File: config.mk
export PLATFORM = sky130hd
export DESIGN_NAME = ir_rx_byte_buf
export DESIGN_NICKNAME = d
export VERILOG_FILES = /design/src/rtl/irbuf_pkg.sv /design/src/rtl/irbuf_mem.sv /design/src/rtl/irbuf_wrap_ptr.sv /design/src/rtl/irbuf_ctrl.sv /design/src/rtl/ir_rx_byte_buf.sv
export SDC_FILE = /design/constraint.sdc
export NUM_CORES = 1
export LEC_CHECK = 0
export ABC_CLOCK_PERIOD_IN_PS = 4400
export BUFFER_PORTS_ARGS = -buffer_cell sky130_fd_sc_hd__buf_2
export CAP_MARGIN = 20
export CORE_MARGIN = 3
export CORE_UTILIZATION = 45
export DETAILED_ROUTE_END_ITERATION = 8
export GPL_TIMING_DRIVEN = 0
export PLACE_DENSITY = 0.75
export SLEW_MARGIN = 40
export SYNTH_ARGS = -nofsm -noshare
export SYNTH_HDL_FRONTEND = slang
export SYNTH_SLANG_ARGS = --single-unit
File: constraint.sdc
create_clock -name clk -period 4.4 [get_ports clk]
set_input_delay 0.44 -clock clk [delete_from_list [all_inputs] [get_ports clk]]
set_output_delay 0.44 -clock clk [all_outputs]
set_load 0.005 [all_outputs]
File: src/rtl/irbuf_pkg.sv
package irbuf_pkg;
  parameter int IRBUF_DEPTH    = 18;
  parameter int IRBUF_DATA_W   = 8;
  parameter int IRBUF_PERIOD_W = 10;
  parameter int IRBUF_CFG_W    = 16;

  typedef enum logic [1:0] {
    CNT_HOLD = 2'b00,
    CNT_INC  = 2'b10,
    CNT_DEC  = 2'b01,
    CNT_BOTH = 2'b11
  } cnt_move_e;
endpackage

File: src/rtl/irbuf_mem.sv
module irbuf_mem #(
  parameter int DEPTH  = 18,
  parameter int DATA_W = 8,
  parameter int ADDR_W = 5
) (
  input  logic              clk,
  input  logic              we,
  input  logic [ADDR_W-1:0] waddr,
  input  logic [DATA_W-1:0] wdata,
  input  logic              re,
  input  logic [ADDR_W-1:0] raddr,
  output logic [DATA_W-1:0] rdata
);
  logic [DATA_W-1:0] store [DEPTH];

  // Plain synchronous-write, synchronous-read array: maps onto block RAM.
  always_ff @(posedge clk) begin
    if (we) store[waddr] <= wdata;
    if (re) rdata <= store[raddr];
  end
endmodule

File: src/rtl/irbuf_wrap_ptr.sv
module irbuf_wrap_ptr #(
  parameter int N  = 18,
  parameter int AW = 5
) (
  input  logic          clk,
  input  logic          rst,
  input  logic          adv,
  output logic [AW-1:0] ptr_o
);
  localparam logic [AW-1:0] LAST = AW'(N - 1);

  always_ff @(posedge clk) begin
    if (rst)      ptr_o <= '0;
    else if (adv) ptr_o <= (ptr_o == LAST) ? '0 : ptr_o + 1'b1;
  end
endmodule

File: src/rtl/irbuf_ctrl.sv
module irbuf_ctrl
  import irbuf_pkg::*;
#(
  parameter int DEPTH = 18,
  parameter int CW    = 5
) (
  input  logic          clk,
  input  logic          rst,
  input  logic          busy_i,
  input  logic          wr_stb_i,
  input  logic          rd_stb_i,
  input  logic          ovr_clr_i,
  output logic          wr_ok_o,
  output logic          rd_ok_o,
  output logic          sel_o,
  output logic          ovr_o,
  output logic [CW-1:0] cnt_o
);
  localparam logic [CW-1:0] FULL = CW'(DEPTH);

  logic      full, empty;
  cnt_move_e move;

  assign full    = (cnt_o == FULL);
  assign empty   = (cnt_o == '0);
  assign wr_ok_o = wr_stb_i && !full;
  assign rd_ok_o = rd_stb_i && !busy_i && !empty;
  assign move    = cnt_move_e'({wr_ok_o, rd_ok_o});

  always_ff @(posedge clk) begin
    if (rst) begin
      cnt_o <= '0;
      ovr_o <= 1'b0;
      sel_o <= 1'b0;
    end else begin
      unique case (move)
        CNT_INC:  cnt_o <= cnt_o + 1'b1;
        CNT_DEC:  cnt_o <= cnt_o - 1'b1;
        default:  cnt_o <= cnt_o;
      endcase
      if (wr_stb_i && full)  ovr_o <= 1'b1;
      else if (ovr_clr_i)    ovr_o <= 1'b0;
      if (rd_stb_i)          sel_o <= rd_ok_o;
    end
  end
endmodule

File: src/rtl/ir_rx_byte_buf.sv
module ir_rx_byte_buf
  import irbuf_pkg::*;
#(
  parameter int DEPTH    = IRBUF_DEPTH,
  parameter int DATA_W   = IRBUF_DATA_W,
  parameter int PERIOD_W = IRBUF_PERIOD_W,
  parameter int CFG_W    = IRBUF_CFG_W
) (
  input  logic                clk,
  input  logic                rst,
  input  logic                busy_i,
  input  logic                wr_stb_i,
  input  logic [DATA_W-1:0]   wr_data_i,
  input  logic                rd_stb_i,
  output logic [DATA_W-1:0]   rd_data_o,
  output logic                ovr_o,
  input  logic                ovr_clr_i,
  input  logic                cfg_wr_i,
  input  logic [CFG_W-1:0]    cfg_wdata_i,
  output logic [CFG_W-1:0]    cfg_rdata_o,
  output logic [PERIOD_W-1:0] period_o
);
  localparam int AW    = $clog2(DEPTH);
  localparam int CW    = $clog2(DEPTH + 1);
  localparam int RES_W = CFG_W - CW - PERIOD_W;

  logic              wr_ok, rd_ok, sel;
  logic [AW-1:0]     wptr, rptr;
  logic [CW-1:0]     cnt;
  logic [DATA_W-1:0] mem_q;

  irbuf_ctrl #(.DEPTH(DEPTH), .CW(CW)) ctrl_i (
    .clk(clk), .rst(rst), .busy_i(busy_i), .wr_stb_i(wr_stb_i),
    .rd_stb_i(rd_stb_i), .ovr_clr_i(ovr_clr_i), .wr_ok_o(wr_ok),
    .rd_ok_o(rd_ok), .sel_o(sel), .ovr_o(ovr_o), .cnt_o(cnt)
  );

  irbuf_wrap_ptr #(.N(DEPTH), .AW(AW)) wptr_i (
    .clk(clk), .rst(rst), .adv(wr_ok), .ptr_o(wptr)
  );

  irbuf_wrap_ptr #(.N(DEPTH), .AW(AW)) rptr_i (
    .clk(clk), .rst(rst), .adv(rd_ok), .ptr_o(rptr)
  );

  irbuf_mem #(.DEPTH(DEPTH), .DATA_W(DATA_W), .ADDR_W(AW)) mem_i (
    .clk(clk), .we(wr_ok), .waddr(wptr), .wdata(wr_data_i),
    .re(rd_ok), .raddr(rptr), .rdata(mem_q)
  );

  // Refused reads (busy or empty) present zero instead of the RAM output.
  assign rd_data_o = sel ? mem_q : '0;

  always_ff @(posedge clk) begin
    if (rst)           period_o <= '0;
    else if (cfg_wr_i) period_o <= cfg_wdata_i[PERIOD_W-1:0];
  end

  assign cfg_rdata_o = {cnt, {RES_W{1'b0}}, period_o};
endmodule

=== Word level (Yosys, flattened, before mapping) ===
Memory sizes are Yosys's and may differ from the RTL's. A register that Yosys moved wholly into a read port is not among the register bits.
Cells that the tools add are included.

* Bits in registers: 27
* RAM bits: 144
* Bits of input ports: 31
* Output and inout port bits: 35
* Logic and storage cells: 34
* Memories kept: 1

* $add $sub $neg: 4
* Equal/unequal tests: 5
* Multiplexer cells: 8
* Reductions and logical operators: 10

{| class="wikitable"
|+ Memories
! memory !! words !! bits a word !! read ports !! clocked after Yosys merged registers in !! wr ports !! line !! source
|-
| mem_i.store || 18 || 8 || 1 || 1 || 1 || irbuf_mem.sv:14 || <nowiki>logic [DATA_W-1:0] store [DEPTH];</nowiki>
|}

{| class="wikitable"
|+ Operators by type and width
! cell !! number
|-
| 5-bit by 1-bit adder with 5-bit output, second input constant || 3
|-
| 5-bit == test, second input constant || 3
|-
| 5-bit two-way mux || 2
|-
| 5-bit case mux with 2 select lines || 1
|-
| 8-bit two-way mux || 1
|-
| 5-bit zero test || 1
|-
| 5-bit by 1-bit subtractor with 5-bit output, second input constant || 1
|-
| 1-bit logical AND || 4
|-
| 1-bit two-way mux || 4
|-
| 2-bit nonzero test || 2
|-
| 1-bit zero test || 3
|-
| 2-bit by 1-bit == test with 1-bit output, second input constant || 1
|-
| 2-bit == test, second input constant || 1
|}

=== Depth between registers and ports, before layout ===
* Depth after elaboration: 5
* Mapped depth: 11
* Depth with buffers taken out: 11

=== Hierarchy ===
A second synthesis with hierarchy kept.

* Cells, all modules: 443
* Area, all modules: 7,347.0 um^2

{| class="wikitable"
|+ Modules (own cells, without submodules)
! module !! instances !! cells each !! area each (um^2) !! seq. area each (um^2)
|-
| irbuf_mem || 1 || 288 || 5,950.7 || 4,564.4
|-
| ir_rx_byte_buf || 1 || 52 || 489.2 || 200.2
|-
| irbuf_wrap_ptr || 2 || 24 || 230.2 || 100.1
|-
| irbuf_ctrl || 1 || 55 || 446.7 || 140.1
|}

=== Worst setup path after synthesis ===
No wires, ideal clock.

* Path type: reg-to-reg
* From: register ctrl_i.cnt_o[1]
* To: register ctrl_i.cnt_o[4]
* Setup time: 121 ps
* Arrival time: 3,065 ps
* Required time: 4,279 ps
* Slack: 1,215 ps
* Cell stages (with the launch flop): 11
* Buffers on the path: 0
* Clock period less this slack: 3,185 ps
* Cells stage by stage: dfxtp_1 > nor2_1 > a211oi_2 > ha_1 > inv_1 > fa_1 > nor2b_1 > o21ai_0 > nand3_1 > or3b_2 > mux2_2

* Cells in the longest elaborated chain, start to end: 5
* Elaborated cells between the ends (all ways): 12
* Classes of those cells: 2 x add/sub; 3 x eq/ne; 1 x mux; 6 x reduce/logical

{| class="wikitable"
|+ Ends and longest elaborated chain
! element !! line !! source
|-
| from (decl) || irbuf_ctrl.sv:17 || <nowiki>output logic [CW-1:0] cnt_o</nowiki>
|-
| from (signal assigned) || irbuf_ctrl.sv:37 || <nowiki>CNT_INC: cnt_o <= cnt_o + 1'b1;</nowiki>
|-
| from (signal assigned) || irbuf_ctrl.sv:38 || <nowiki>CNT_DEC: cnt_o <= cnt_o - 1'b1;</nowiki>
|-
| from (signal assigned) || irbuf_ctrl.sv:39 || <nowiki>default: cnt_o <= cnt_o;</nowiki>
|-
| 5-bit zero test (*) || irbuf_ctrl.sv:25 || <nowiki>assign empty = (cnt_o == '0);</nowiki>
|-
| 1-bit zero test (*) || irbuf_ctrl.sv:27 || <nowiki>assign rd_ok_o = rd_stb_i && !busy_i && !empty;</nowiki>
|-
| 1-bit logical AND (*) || irbuf_ctrl.sv:27 ||
|-
| via ctrl_i.rd_ok_o || irbuf_ctrl.sv:14 || <nowiki>output logic rd_ok_o,</nowiki>
|-
| 2-bit by 1-bit == test with 1-bit output or 2-bit == test (tied branches) || irbuf_ctrl.sv:36 || <nowiki>unique case (move)</nowiki>
|-
| 5-bit case mux with 2 select lines or 2-bit nonzero test (tied branches) || - ||
|}

Mark *: on every way through the listed nets, which the timed path passes. The rest lies on a longest branch.
A chain may end at the register's enable or synchronous reset.

=== Worst setup path after layout ===
* From: register ctrl_i.cnt_o[2]
* To: register ctrl_i.cnt_o[4]

* Cells in the longest elaborated chain, start to end: 5
* Elaborated cells between the ends (all ways): 12
* Classes of those cells: 2 x add/sub; 3 x eq/ne; 1 x mux; 6 x reduce/logical

{| class="wikitable"
|+ Ends and longest elaborated chain
! element !! line
|-
| 5-bit == test or 5-bit zero test (tied branches) || irbuf_ctrl.sv:24, irbuf_ctrl.sv:25
|-
| 1-bit zero test, on equally long branches || irbuf_ctrl.sv:26, irbuf_ctrl.sv:27
|-
| 1-bit logical AND, on equally long branches || irbuf_ctrl.sv:26, irbuf_ctrl.sv:27
|-
| 2-bit by 1-bit == test with 1-bit output or 2-bit == test (tied branches) || irbuf_ctrl.sv:36
|-
| 5-bit case mux with 2 select lines or 2-bit nonzero test (tied branches) || -
|}

Several ways; a longest one is shown, not always the timed one.

==> metrics.md <==
| Metric | Value |
|---|---|
| Largest family of logic cells by synthesized area | `multiplexers` |
| Die area | `approximately 18000 um^2` |
| Final Hold Viols | `0` |
| Sw Ratio | `23.0%` |
| Post-cts gate resize count | `0` |
| Syn. warnings | `0` |
| CTS root buf | `clkbuf_16` |
| Num CTS Buffers | `17` |
| Clock Latency Late Sink | `between 0.4 and 0.5 ns` |
| CP cell instances | `nor3_1, a31oi_2, inv_1, ha_1, inv_1, fa_1, nor2b_1, o21ai_0, nand3_1, or3b_2, mux2_2` |
| Synthesized instance count | `421` |
| Post-synthesis mux area share | `16.2%` |
| GRT overflow | `0` |
| Pre-antenna DRT Iters | `5` |
| Final slew viol count | `0` |
| Core area | `~16000 um^2` |
| Most used cell, CP | `inv_1` |
| Combinational fraction of design power | `10.6%` |
| CTS H-tree depth | `4` |
| Adder-Cell Fraction of Synth Area | `under 10%` |
| Max stage delay on crit path | `between 0.5 and 0.6 ns` |
| CP startpoint kind | `flip-flop` |
| IO Port Bufs | `57` |
| DR DRC count | `0` |
| Area post-placement | `roughly 8000 um^2` |
| Worst r2r path cells | `11` |
| Layout cell share with drive strength beyond 1 | `approximately 28%` |
| Synth Area in Compound Gates | `under 10%` |
| Worst-path fanout max | `10` |
| Slowest-stage cell, CP | `nor3_1` |
| Mapped cell area | `roughly 7300 um^2` |
| DPL Wire Length | `roughly 9700 um` |
| CTS tree | `done` |
| Async set or reset register ratio after synthesis | `0%` |
| Crit path to | `ctrl_i.cnt_o[4]` |
| Flops & latches, synth | `179` |
| Leak Pwr | `roughly 3 nW` |
| Hold Crit Class | `input pin to flip-flop` |
| Post-Layout Inst Area | `~8400 um^2` |
| Rows | `46` |
| GP Congestion | `0.773` |
| Synth Flop Type | `edfxtp_1` |
| Fmax | `between 200 and 300 MHz` |
| GRT Total Usage | `between 10% and 20%` |
| Internal Power | `roughly 2.8 mW` |
| Cell Count, Final, Fillers Out | `725` |
| P_sw | `0.847 mW` |
| Pin count of the biggest net entering global routing | `19` |
| Initial antenna violation count | `0` |
| Crit Path Class | `flip-flop to flip-flop` |
| Crit path capture type | `flip-flop` |
| Sequential area share after synthesis | `roughly 70%` |
| Unrepaired setup endpoints after global routing | `false` |
| # nets final | `540` |
| Netlist cell types | `40` |
| CTS Sinks | `between 150 and 200` |
| Post-synthesis xor/xnor area fraction | `1.20%` |
| Vias in the first global route | `about 4000` |
| Mapped Nets | `approximately 460` |
| Worst r2r src | `ctrl_i.cnt_o[2]` |
| Wire length per cell | `~20 um` |
| Antenna cell count | `0` |
| Arrival @ worst endpoint | `between 3 and 4 ns` |
| Power per standard cell area | `between 400 and 500 nW/um^2` |
| EDFF count, synth | `152` |
| Crit path from | `ctrl_i.cnt_o[2]` |
| Via count | `around 4000` |
| Clk buf depth | `2` |
| First-pass GRT wire length | `about 23000 um` |
| Io pins | `66` |
| Final WL | `between 10000 and 15000 um` |
| Placed Cells | `694` |
| Die width | `about 130 um` |
| VDD IR max | `0.000281 V` |
| Seq pwr share | `about 52%` |
| Starting Density | `46.1%` |
| Filler cells | `between 1000 and 1500` |
| Commonest non-fill, non-tap cells in the layout | `edfxtp_1 (152), buf_2 (61), nor2_1 (45)` |
| Post-DR vias/cell | `~5.5` |
| # Post-CTS Setup Buffers | `0` |
| Post-route ant nets | `0` |
| Initial DRC Count | `401` |
| Worst R2R End | `ctrl_i.cnt_o[4]` |
| Status | `completed` |
| Hold slack | `between 0.2 and 0.3 ns` |
| R2r setup slk | `approximately 1.1 ns` |
| Worst-margin pin slew | `roughly 0.80 ns` |
| Max-cap viol count | `0` |
| Die H | `134 um` |
| Setup TNS | `0 ns` |
| Most common cell after layout, fill and taps aside | `edfxtp_1` |
| Clock share of power | `between 30% and 40%` |
| P&R area growth vs syn | `15.4%` |
| Final Skew | `0.0103 ns` |
| Avg Inst Size Synth | `17.4 um^2` |
| Clk slew on worst S/H paths | `about 0.06 ns` |
| Final Cycle Share | `between 70% and 80%` |
| Post-CTS Hold Buffers | `0` |
| Number of setup violations in the final report | `0` |
| Rel. slew slack | `between 40% and 50%` |
| Post-route minimum period | `between 3 and 4 ns` |
| WP data required | `between 4 and 5 ns` |
| Synth Area in Simple Gates | `between 5 and 6%` |
-- state kept, by name (all words and copies together) (netlist names) --
signal,cells
period_o,10
ctrl_i.sel_o,1
mem_i.store,144
ctrl_i.ovr_o,1
ctrl_i.cnt_o,5
rptr_i.ptr_o,5
mem_i.rdata,8
wptr_i.ptr_o,5
-- Yosys cell counts, types with 2 or more instances --
library cell | instances | area share, %
buf_1 | 2 | 0.10
and2_1 | 8 | 0.68
mux4_2 | 10 | 3.1
ha_1 | 10 | 1.7
a22oi_1 | 8 | 0.82
edfxtp_1 | 152 | 62
mux2i_1 | 19 | 2.6
nor2_1 | 50 | 2.6
buf_6 | 3 | 0.46
xnor2_1 | 3 | 0.36
o21ai_1 | 8 | 0.55
inv_1 | 9 | 0.46
mux4_1 | 22 | 7.9
xor2_1 | 7 | 0.84
nand4_1 | 5 | 0.43
or3b_2 | 2 | 0.24
mux2_2 | 17 | 2.6
nand2_1 | 7 | 0.36
clkbuf_1 | 8 | 0.41
dfxtp_1 | 27 | 7.4
buf_4 | 12 | 1.2
nor3_1 | 2 | 0.14
nor2b_1 | 4 | 0.34
buf_2 | 4 | 0.27
a21oi_1 | 7 | 0.48
-- logic make-up after synthesis --
group / Yosys count
other cells: 1
simple gates: 83
flops: 179
fa+ha+maj: 11
compound gates: 30
xor+xnor: 10
buf+inv: 39
mux: 68
-- per-stage QoR --
stage	power (mW)	utilization, %	setup slack [ns]
6_report	3.69	53.2	1.06
5_1_grt	3.82	53.2	0.896
4_1_cts	3.71	53.0	0.983
3_5_place_dp	2.34	49.6	1.01
3_3_place_gp	2.31	49.6	0.848
2_1_floorplan	2.19	-	1.21
-- worst min path at each step --
stage / start / endpoint / slack [ns] / cells past startpoint
after floorplan: ctrl_i.ovr_o / ctrl_i.ovr_o / 0.47 / 2
after global placement: ctrl_i.ovr_o / ctrl_i.ovr_o / 0.47 / 2
after detailed placement: ctrl_i.ovr_o / ctrl_i.ovr_o / 0.47 / 2
after CTS: cfg_wdata_i[5] / period_o[5] / 0.24 / 3
after global routing: cfg_wdata_i[2] / period_o[2] / 0.25 / 3
final: cfg_wdata_i[5] / period_o[5] / 0.26 / 3
-- worst max-delay path, delay by kind of cell, from the launching register on --
kind                       cells  cell delay, ns
buffers and inverters          2            0.24
AOI/OAI and AO/OA              2            0.49
and+or+nand+nor                4            1.26
muxes                          1            0.27
DFF                            1            0.35
adders and majority gates      2            0.62
-- final cells by class --
| class | count | area, um^2 | share of cell area, % |
|---|---|---|---|
| flip-flops and latches | 179 | 5100 | 60.4 |
| multi-input cells | 203 | 2020 | 23.9 |
| clock buffers | 18 | 429 | 5.08 |
| repair buffers | 58 | 297 | 3.51 |
| well taps | 216 | 270 | 3.20 |
| plain buffers | 29 | 181 | 2.15 |
| clock inverters | 12 | 109 | 1.29 |
| inverters | 10 | 37.5 | 0.444 |
-- layer usage --
| metal | track usage (%) | wire [um] | vias up |
|---|---|---|---|
| met5 | 0 | 0 | - |
| met4 | 6.34 | 316 | 0 |
| met3 | 4.68 | 929 | 19 |
| met2 | 28.4 | 7130 | 167 |
| met1 | 22.1 | 6240 | 2019 |
| li1 | - | - | 1775 |
-- power groups by stage --
stage | Combinational [mW] | Sequential (mW) | Clock (mW)
floorplan | 0.252 | 1.94 | 0
global placement | 0.369 | 1.94 | 0
detailed placement | 0.388 | 1.95 | 0
CTS | 0.391 | 1.91 | 1.41
global route | 0.425 | 1.91 | 1.48
finish | 0.391 | 1.91 | 1.38
(Power assumes the default switching activity.)
